**src/rtl/sdram_cke_pkg.sv**
```systemverilog
`timescale 1ns/1ps
// Shared types for the clock-enable power state controller.
// Assumes a single-rank device with one clock-enable input.
package sdram_cke_pkg;

    // Power state codes; the numeric values are visible on the top-level port.
    typedef enum logic [2:0] {
        PS_IDLE      = 3'd0,
        PS_ACTIVE    = 3'd1,
        PS_PDOWN     = 3'd2,
        PS_SREF      = 3'd3,
        PS_SREF_EXIT = 3'd4,
        PS_SUSPEND   = 3'd5
    } pwr_state_t;

    // Command classes that matter for clock-enable transitions.
    typedef struct packed {
        logic quiet;    // deselect or no-operation
        logic refresh;  // auto-refresh encoding
    } cmd_class_t;

endpackage

```
**src/rtl/cke_cmd_classify.sv**
```systemverilog
`timescale 1ns/1ps
// Classifies the command strobes into the classes used by the power FSM.
// Assumes strobes are already synchronous to clk; purely combinational.
module cke_cmd_classify
    import sdram_cke_pkg::*;
(
    input  logic       cs_n,
    input  logic       ras_n,
    input  logic       cas_n,
    input  logic       we_n,
    output cmd_class_t cls
);

    // Decode deselect / no-op and auto-refresh from the strobe pattern.
    always_comb begin
        cls.quiet   = cs_n | (ras_n & cas_n & we_n);
        cls.refresh = ~cs_n & ~ras_n & ~cas_n & we_n;
    end

endmodule

```
**src/rtl/cke_exit_timer.sv**
```systemverilog
`timescale 1ns/1ps
// Down-counter that times the self-refresh exit phase.
// Loaded when the exit is accepted; reports done on the last exit cycle.
// Assumes a load value of zero means one cycle.
module cke_exit_timer #(
    parameter int CNT_W = 8
) (
    input  logic             clk,
    input  logic             rst_n,
    input  logic             load,
    input  logic             run,
    input  logic [CNT_W-1:0] load_val,
    output logic             done
);

    localparam logic [CNT_W-1:0] ONE = CNT_W'(1);

    logic [CNT_W-1:0] remain;

    // Load the exit length, then count down while the exit phase runs.
    always_ff @(posedge clk) begin
        if (!rst_n) begin
            remain <= '0;
        end else if (load) begin
            remain <= (load_val == '0) ? ONE : load_val;
        end else if (run && remain != '0) begin
            remain <= remain - ONE;
        end
    end

    // Last exit cycle when one (or, defensively, zero) cycle remains.
    always_comb begin
        done = (remain <= ONE);
    end

endmodule

```
**src/rtl/cke_refresh_timer.sv**
```systemverilog
`timescale 1ns/1ps
// Interval timer that requests an internal refresh while in self-refresh.
// Counts cycles spent in self-refresh and pulses once per REF_PERIOD cycles.
// Assumes REF_PERIOD >= 2.
module cke_refresh_timer #(
    parameter int REF_PERIOD = 780
) (
    input  logic clk,
    input  logic rst_n,
    input  logic in_sref,
    output logic tick
);

    localparam int RW = (REF_PERIOD > 2) ? $clog2(REF_PERIOD) : 1;
    localparam logic [RW-1:0] LAST = RW'(REF_PERIOD - 1);

    logic [RW-1:0] phase;

    // Phase counter: cleared outside self-refresh, wraps at the period end.
    always_ff @(posedge clk) begin
        if (!rst_n) begin
            phase <= '0;
        end else if (!in_sref || phase == LAST) begin
            phase <= '0;
        end else begin
            phase <= phase + RW'(1);
        end
    end

    // Pulse on the final cycle of each period while still in self-refresh.
    always_comb begin
        tick = in_sref && (phase == LAST);
    end

endmodule

```
**src/rtl/cke_state_core.sv**
```systemverilog
`timescale 1ns/1ps
// Power state register and next-state decision for the clock-enable FSM.
// Decides from the clock-enable pair (previous edge, current edge), the
// command class and the bank-idle indication. Illegal is registered.
module cke_state_core
    import sdram_cke_pkg::*;
(
    input  logic       clk,
    input  logic       rst_n,
    input  logic       cke,
    input  cmd_class_t cls,
    input  logic       banks_idle,
    input  logic       exit_done,
    output pwr_state_t cur,
    output logic       illegal,
    output logic       exit_load
);

    logic       cke_prev;
    pwr_state_t nxt;
    logic       ill_nxt;
    logic       rise;
    logic       fall;

    // Edge classification of the clock-enable pair.
    always_comb begin
        rise = ~cke_prev & cke;
        fall = cke_prev & ~cke;
    end

    // Next-state and illegal-combination decision.
    always_comb begin
        nxt       = cur;
        ill_nxt   = 1'b0;
        exit_load = 1'b0;
        unique case (cur)
            PS_IDLE, PS_ACTIVE: begin
                if (fall) begin
                    if (banks_idle) begin
                        if (cls.refresh) begin
                            nxt = PS_SREF;
                        end else if (cls.quiet) begin
                            nxt = PS_PDOWN;
                        end else begin
                            nxt     = PS_IDLE;
                            ill_nxt = 1'b1;
                        end
                    end else begin
                        nxt = PS_SUSPEND;
                    end
                end else begin
                    nxt = banks_idle ? PS_IDLE : PS_ACTIVE;
                end
            end
            PS_SUSPEND: begin
                if (rise) begin
                    nxt = banks_idle ? PS_IDLE : PS_ACTIVE;
                end
            end
            PS_PDOWN: begin
                if (cke_prev) begin
                    ill_nxt = 1'b1;
                end else if (cke) begin
                    nxt     = PS_IDLE;
                    ill_nxt = ~cls.quiet;
                end
            end
            PS_SREF: begin
                if (cke_prev) begin
                    ill_nxt = 1'b1;
                end else if (cke) begin
                    if (cls.quiet) begin
                        nxt       = PS_SREF_EXIT;
                        exit_load = 1'b1;
                    end else begin
                        ill_nxt = 1'b1;
                    end
                end
            end
            PS_SREF_EXIT: begin
                if (exit_done) begin
                    nxt = PS_IDLE;
                end
            end
            default: begin
                nxt = PS_IDLE;
            end
        endcase
    end

    // State, remembered clock enable and illegal flag registers.
    always_ff @(posedge clk) begin
        if (!rst_n) begin
            cur      <= PS_IDLE;
            cke_prev <= 1'b1;
            illegal  <= 1'b0;
        end else begin
            cur      <= nxt;
            cke_prev <= cke;
            illegal  <= ill_nxt;
        end
    end

endmodule

```
**src/rtl/sdram_cke_fsm.sv**
```systemverilog
`timescale 1ns/1ps
// Top of the SDRAM clock-enable power state controller.
// Combines command classification, the state core, the self-refresh exit
// timer and the self-refresh interval timer, and gates the internal clock
// enable. Assumes all inputs are synchronous to clk.
module sdram_cke_fsm
    import sdram_cke_pkg::*;
#(
    parameter int CNT_W      = 8,
    parameter int REF_PERIOD = 780
) (
    input  logic             clk,
    input  logic             rst_n,
    input  logic             cke,
    input  logic             cs_n,
    input  logic             ras_n,
    input  logic             cas_n,
    input  logic             we_n,
    input  logic             banks_idle,
    input  logic [CNT_W-1:0] exit_cycles,
    output logic [2:0]       state,
    output logic             illegal,
    output logic             int_cke,
    output logic             ref_tick
);

    cmd_class_t cls;
    pwr_state_t cur;
    logic       exit_load;
    logic       exit_done;
    logic       in_sref;
    logic       in_exit;

    cke_cmd_classify i_classify (
        .cs_n  (cs_n),
        .ras_n (ras_n),
        .cas_n (cas_n),
        .we_n  (we_n),
        .cls   (cls)
    );

    cke_state_core i_core (
        .clk        (clk),
        .rst_n      (rst_n),
        .cke        (cke),
        .cls        (cls),
        .banks_idle (banks_idle),
        .exit_done  (exit_done),
        .cur        (cur),
        .illegal    (illegal),
        .exit_load  (exit_load)
    );

    cke_exit_timer #(.CNT_W(CNT_W)) i_exit (
        .clk      (clk),
        .rst_n    (rst_n),
        .load     (exit_load),
        .run      (in_exit),
        .load_val (exit_cycles),
        .done     (exit_done)
    );

    cke_refresh_timer #(.REF_PERIOD(REF_PERIOD)) i_refresh (
        .clk     (clk),
        .rst_n   (rst_n),
        .in_sref (in_sref),
        .tick    (ref_tick)
    );

    // State decode for the timers and the gated internal clock enable.
    always_comb begin
        in_sref = (cur == PS_SREF);
        in_exit = (cur == PS_SREF_EXIT);
        int_cke = (cur == PS_IDLE) || (cur == PS_ACTIVE);
        state   = cur;
    end

endmodule

```
**config.mk**
```make
export PLATFORM = sky130hd
export DESIGN_NAME = sdram_cke_fsm
export DESIGN_NICKNAME = d
export VERILOG_FILES = /design/src/rtl/sdram_cke_pkg.sv /design/src/rtl/cke_cmd_classify.sv /design/src/rtl/cke_exit_timer.sv /design/src/rtl/cke_refresh_timer.sv /design/src/rtl/cke_state_core.sv /design/src/rtl/sdram_cke_fsm.sv
export SDC_FILE = /design/constraint.sdc
export NUM_CORES = 1
export LEC_CHECK = 0
export BUFFER_PORTS_ARGS = -buffer_cell sky130_fd_sc_hd__buf_2
export CORE_ASPECT_RATIO = 0.7
export CORE_MARGIN = 2
export CORE_UTILIZATION = 50
export CTS_BUF_LIST = sky130_fd_sc_hd__clkbuf_4 sky130_fd_sc_hd__clkbuf_8
export DETAILED_ROUTE_END_ITERATION = 7
export PLACE_DENSITY = 0.72
export SYNTH_ARGS = -nofsm -noshare
export SYNTH_HDL_FRONTEND = slang
export SYNTH_SLANG_ARGS = --single-unit
```
**constraint.sdc**
```tcl
create_clock -name clk -period 2.4 [get_ports clk]
set_input_delay 0.36 -clock clk [delete_from_list [all_inputs] [get_ports clk]]
set_output_delay 0.36 -clock clk [all_outputs]
set_load 0.01 [all_outputs]
```
# Word-level counts from Yosys, hierarchy flattened
# Cells that the tools add are included.
[classes]
div = 0
n_mux = 29
mul = 0
n_reduce_logical = 12
n_eq_ne = 13
n_lt_le_gt_ge = 1
n_bitwise = 15
n_addsub = 2
n_shift = 0
[ops]
columns = ["operator", "count"]
rows = [
  ["3-bit two-way mux", 10],
  ["8-bit two-way mux", 3],
  ["3-bit case mux with 5 select lines", 1],
  ["1-bit two-way mux", 13],
  ["2-bit != test (second input constant)", 6],
  ["10-bit by 1-bit adder with 10-bit output (second input constant)", 1],
  ["10-bit == test (second input constant)", 1],
  ["8-bit by 1-bit less-or-equal comparator with 1-bit output (second input constant)", 1],
  ["8-bit logical NOT", 1],
  ["8-bit nonzero test", 1],
  ["8-bit by 1-bit subtractor with 8-bit output (second input constant)", 1],
  ["1-bit bitwise AND", 7],
  ["1-bit NOT", 7],
  ["7-bit AND reduction", 1],
  ["3-bit by 2-bit == test with 1-bit output (second input constant)", 2],
  ["3-bit == test (second input constant)", 2],
  ["2-bit OR reduction", 2],
  ["3-bit by 1-bit == test with 1-bit output (second input constant)", 1],
  ["3-bit logical NOT", 1],
  ["1-bit case mux with 3 select lines", 1],
  ["1-bit logical AND", 2],
  ["1-bit logical OR", 2],
  ["2-bit two-way mux", 1],
  ["2-bit by 1-bit != test with 1-bit output (second input constant)", 1],
  ["other kinds (3)", 3],
]
[totals]
latchBits = 0
ram_bits = 0
n_memories = 0
rom_bits = 0
ff_bits = 23

# Longest topological paths before layout
[depth]
word_depth = 8
ltp_mapped = 7
mapped_depth_nobuf = 6

# Modules after synthesis
# A second synthesis with hierarchy kept.
[hier_totals]
cells_unflattened = 156
hier_area_um2 = 1355.0
[modules_own_cells]
columns = ["module", "n_inst", "area_per_inst_um2", "cells_each"]
rows = [
  ["cke_exit_timer", 1, 543.0, 67],
  ["cke_refresh_timer", 1, 466.7, 47],
  ["cke_state_core", 1, 296.5, 37],
  ["sdram_cke_fsm", 1, 25.0, 3],
  ["cke_cmd_classify", 1, 23.8, 2],
]

# Least setup slack after synthesis
# No wires, ideal clock.
[synth_timing]
path_kind = "reg2reg"
start = "register i_core.cur[2]"
end = "register i_exit.remain[2]"
arrival_ps = 1446
stages_incl_launch_ff = 8
slack_ps = 840
setup_ps = 115
required_ps = 2285
path_cell_list = "dfxtp_1 buf_4 and3b_1 buf_2 and3_1 buf_2 a22o_1 o21a_1"
[synth_via]
elab_chain_len = 3
elab_cells_between_ends = 6
[synth_rtl]
columns = ["item", "line", "text"]
rows = [
  ["start, declared", "cke_state_core.sv:14", "output pwr_state_t cur,"],
  ["start signal, assigned", "cke_state_core.sv:98", "cur <= nxt;"],
  ["3-bit by 2-bit == test with 1-bit output or 3-bit == test (tied branches)", "cke_state_core.sv:36, sdram_cke_fsm.sv:73", ""],
  ["1-bit two-way mux or 1-bit logical AND (tied branches)", "cke_state_core.sv:36, cke_exit_timer.sv:26", ""],
  ["8-bit two-way mux or 2-bit nonzero test (tied branches)", "--", ""],
  ["end signal, assigned", "cke_exit_timer.sv:25", "remain <= (load_val == '0) ? ONE : load_val;"],
  ["end signal, assigned", "cke_exit_timer.sv:27", "remain <= remain - ONE;"],
  ["end, declared", "cke_exit_timer.sv:18", "logic [CNT_W-1:0] remain;"],
]
# Several ways; a longest one is shown, not always the timed one.
# A chain may end at the register's enable or synchronous reset.

# Final worst setup path
[layout_timing]
start = "register i_refresh.phase[0]"
end = "output ref_tick"
[layout_via]
elab_chain_len = 2
[layout_rtl]
columns = ["item", "line", "text"]
rows = [
  ["start, declared", "cke_refresh_timer.sv:17", "logic [RW-1:0] phase;"],
  ["start signal, assigned", "cke_refresh_timer.sv:26", "phase <= phase + RW'(1);"],
  ["10-bit == test", "cke_refresh_timer.sv:32", "tick = in_sref && (phase == LAST);"],
  ["1-bit logical AND", "cke_refresh_timer.sv:32", ""],
  ["end, declared", "sdram_cke_fsm.sv:24", "output logic ref_tick"],
]
# Every way passes these cells.

==> flow_metrics.tcl <==
set metrics [dict create \
    status "finished, final reports clean" \
    min_period_ns 1.78 \
    grt_pass1_vias 1018 \
    clock_path_buffers 2 \
    power.total_w 0.000707 \
    num_rows 15 \
    cts_buffers 3 \
    area_growth_pct 11.8 \
    final_core_util_pct 59.6 \
    synth_top_area_share_pct 34.6 \
    synthDistinctLibCells 51 \
    powerDensity_nw_per_um2 475 \
    max-slew-margin-rel_pct 72.7 \
    cts_max_level 1 \
    path_max_fanout 4 \
    hold_ws_ns 0.337 \
    design.die.area_sq_um 3100 \
    post_cts_buffers 0 \
    seq_area_frac_synth_pct 34.6 \
    ir_worst_vdd_v 0.000248 \
    synth_top_area_cell "dfxtp_1" \
    drv_slew 0 \
    tightest_slew_ns 0.405 \
    initial_utilization_pct 53.3 \
    yosys_warnings 0 \
    boundaryPins 22 \
    grt_max_degree 14 \
    clk_pin_slew_worst_paths_ns 0.08 \
    end_kind "output port" \
    async_reset_ff_share_pct 0 \
    critical_path_class "register to output port" \
    die_w_microns 65.7 \
    startpoint "i_refresh.phase[0]$_SDFF_PP0_" \
    cp_data_arrival_time_ns 1.42 \
    syn_inst 157 \
    hold_viol 0 \
    slowest_stage "dfxtp_1" \
    root_buffer "clkbuf_8" \
    drc 0 \
    drv_cap 0 \
    synth_seq_cells 23 \
    initialDrtViolationCount 68 \
    gp_congestion 0.837 \
    syn_area_sq_um 1330 \
    start_kind "register" \
    dp_hpwl_microns 2190 \
    final_common_cell "dfxtp_1" \
    syn_area_per_cell_sq_um 8.48 \
    tns_ns 0 \
    antenna_cells 0 \
    dpl.cell_count 207 \
    gr-usage-all-layers_pct 20.6 \
    finalWirelength_microns 2890 \
    setup_viol 0 \
    antenna_left 0 \
    synth.area.top_cells "dfxtp_1 35%, nor2_1 5.4%, a21oi_1 4.1%" \
    final_layout_size_suffix_gt1_share_pct 18.1 \
    nNetsFinal 197 \
    drt_pre_antenna_iters 5 \
    fp.dieH_microns 47.2 \
    wl_per_cell_microns 13.7 \
    clock_latency_ns 0.27 \
    worstPathRequired_ns 2.04 \
    num_vias 1216 \
    leakage_nw 0.530 \
    r2r_start "i_exit.remain[0]$_SDFFE_PN0P_" \
    skew_ns 0.00584 \
    crit_path_cell_trace "ha_1 -> and2_1 -> nand3_1 -> nor2_1 -> buf_2" \
    min_path_type "input pin to register" \
    cts_resized 0 \
    port_buffers 21 \
    max_freq_mhz 563 \
    min_period_over_period_pct 74.1 \
    final_cells 211 \
    most-common-layout-cells "23 x dfxtp_1, 21 x buf_2, 19 x nor2_1" \
    grt_pass1_wl_microns 4690 \
    core_area_sq_um 2500 \
    synth_edf_count 0 \
    syn-num-nets 176 \
    hold_buffers 0 \
    rsz0062_at_grt "no" \
    hold_path.startpoint "cke" \
    cts.sinks 23 \
    grt_remaining_overflow 0 \
    critPathMaxStageDelay_ns 0.38 \
    grt_antenna_before_repair 0 \
    cts_tree "yes" \
    ys.flop_type "dfxtp_1" \
    vias_per_cell 5.76 \
]
## synthesized netlist by cell type, drive strengths merged (3+ instances only)
cell and number:
a21oi 11, a22oi 3, a31oi 3, buf 5, dfxtp 23, ha 3, inv 4, nand2 10
nand2b 3, nand3 9, nand4 3, nor2 19, nor2b 3, nor3 5, nor3b 3, nor4 3
o21ai 6, xnor2 4, xor2 4
## cell families after synthesis
kind of cell,Yosys count,share of synthesized area [%]
XOR/XNOR,8,5.26
adder cells (fa/ha/maj),3,2.82
AND/OR/NAND/NOR,74,32.0
flip-flops,23,34.6
multiplexers,1,0.752
AO/OA/AOI/OAI,39,20.8
buffers and inverters,9,3.85
## stage by stage
step,worst slack [ns],area (sq um)
detailed placement,0.735,1440
floorplan,0.840,1330
global placement,0.787,1440
global route,0.548,1490
finish,0.623,1490
CTS,0.607,1490
## where the power goes
group          switching (W)  internal [W]
combinational      0.0000371     0.0000314
clock               0.000126      0.000116
sequential        0.00000964      0.000387
total               0.000173      0.000534
## routing by layer
| metal | vias to the layer above | global-route usage [%] | wire, microns |
|---|---|---|---|
| met5 | - | 0 | 0 |
| met4 | 0 | 6.67 | 34 |
| met3 | 4 | 5.76 | 182 |
| met2 | 35 | 31.5 | 1250 |
| met1 | 558 | 28.5 | 1430 |
| li1 | 619 | - | - |
## worst paths after layout
path                                         to  slack [ns]  cells after the start
setup / recovery                       ref_tick        0.62                      5
hold / removal       i_core.cke_prev$_SDFF_PN1_        0.34                      2
setup reg to reg  i_exit.remain[1]$_SDFFE_PN0P_        0.70                      6
hold reg to reg   i_refresh.phase[0]$_SDFF_PP0_        0.47                      1
## area by class of cell
cell class,instances,area (sq um)
clock buffers,3,41.3
clock inverters,1,5.00
fillers,227,1010
inverters,4,15.0
multi-input cells,125,820
flip-flops and latches,23,460
well taps,34,42.5
repair buffers,21,105
## worst max-delay path, delay by kind of cell, from the launching register on
kind                       cells  cell delay (ns)
buffers and inverters          1             0.14
DFF                            1             0.38
and+or+nand+nor                3             0.44
adders and majority gates      1             0.20
## state kept, by name, indices dropped and copies added, names as in the netlist
signal	cells
i_refresh.phase	10
i_exit.remain	8
i_core.cur	3
i_core.cke_prev	1
i_core.illegal	1
Power figures use the tool's default switching activity.
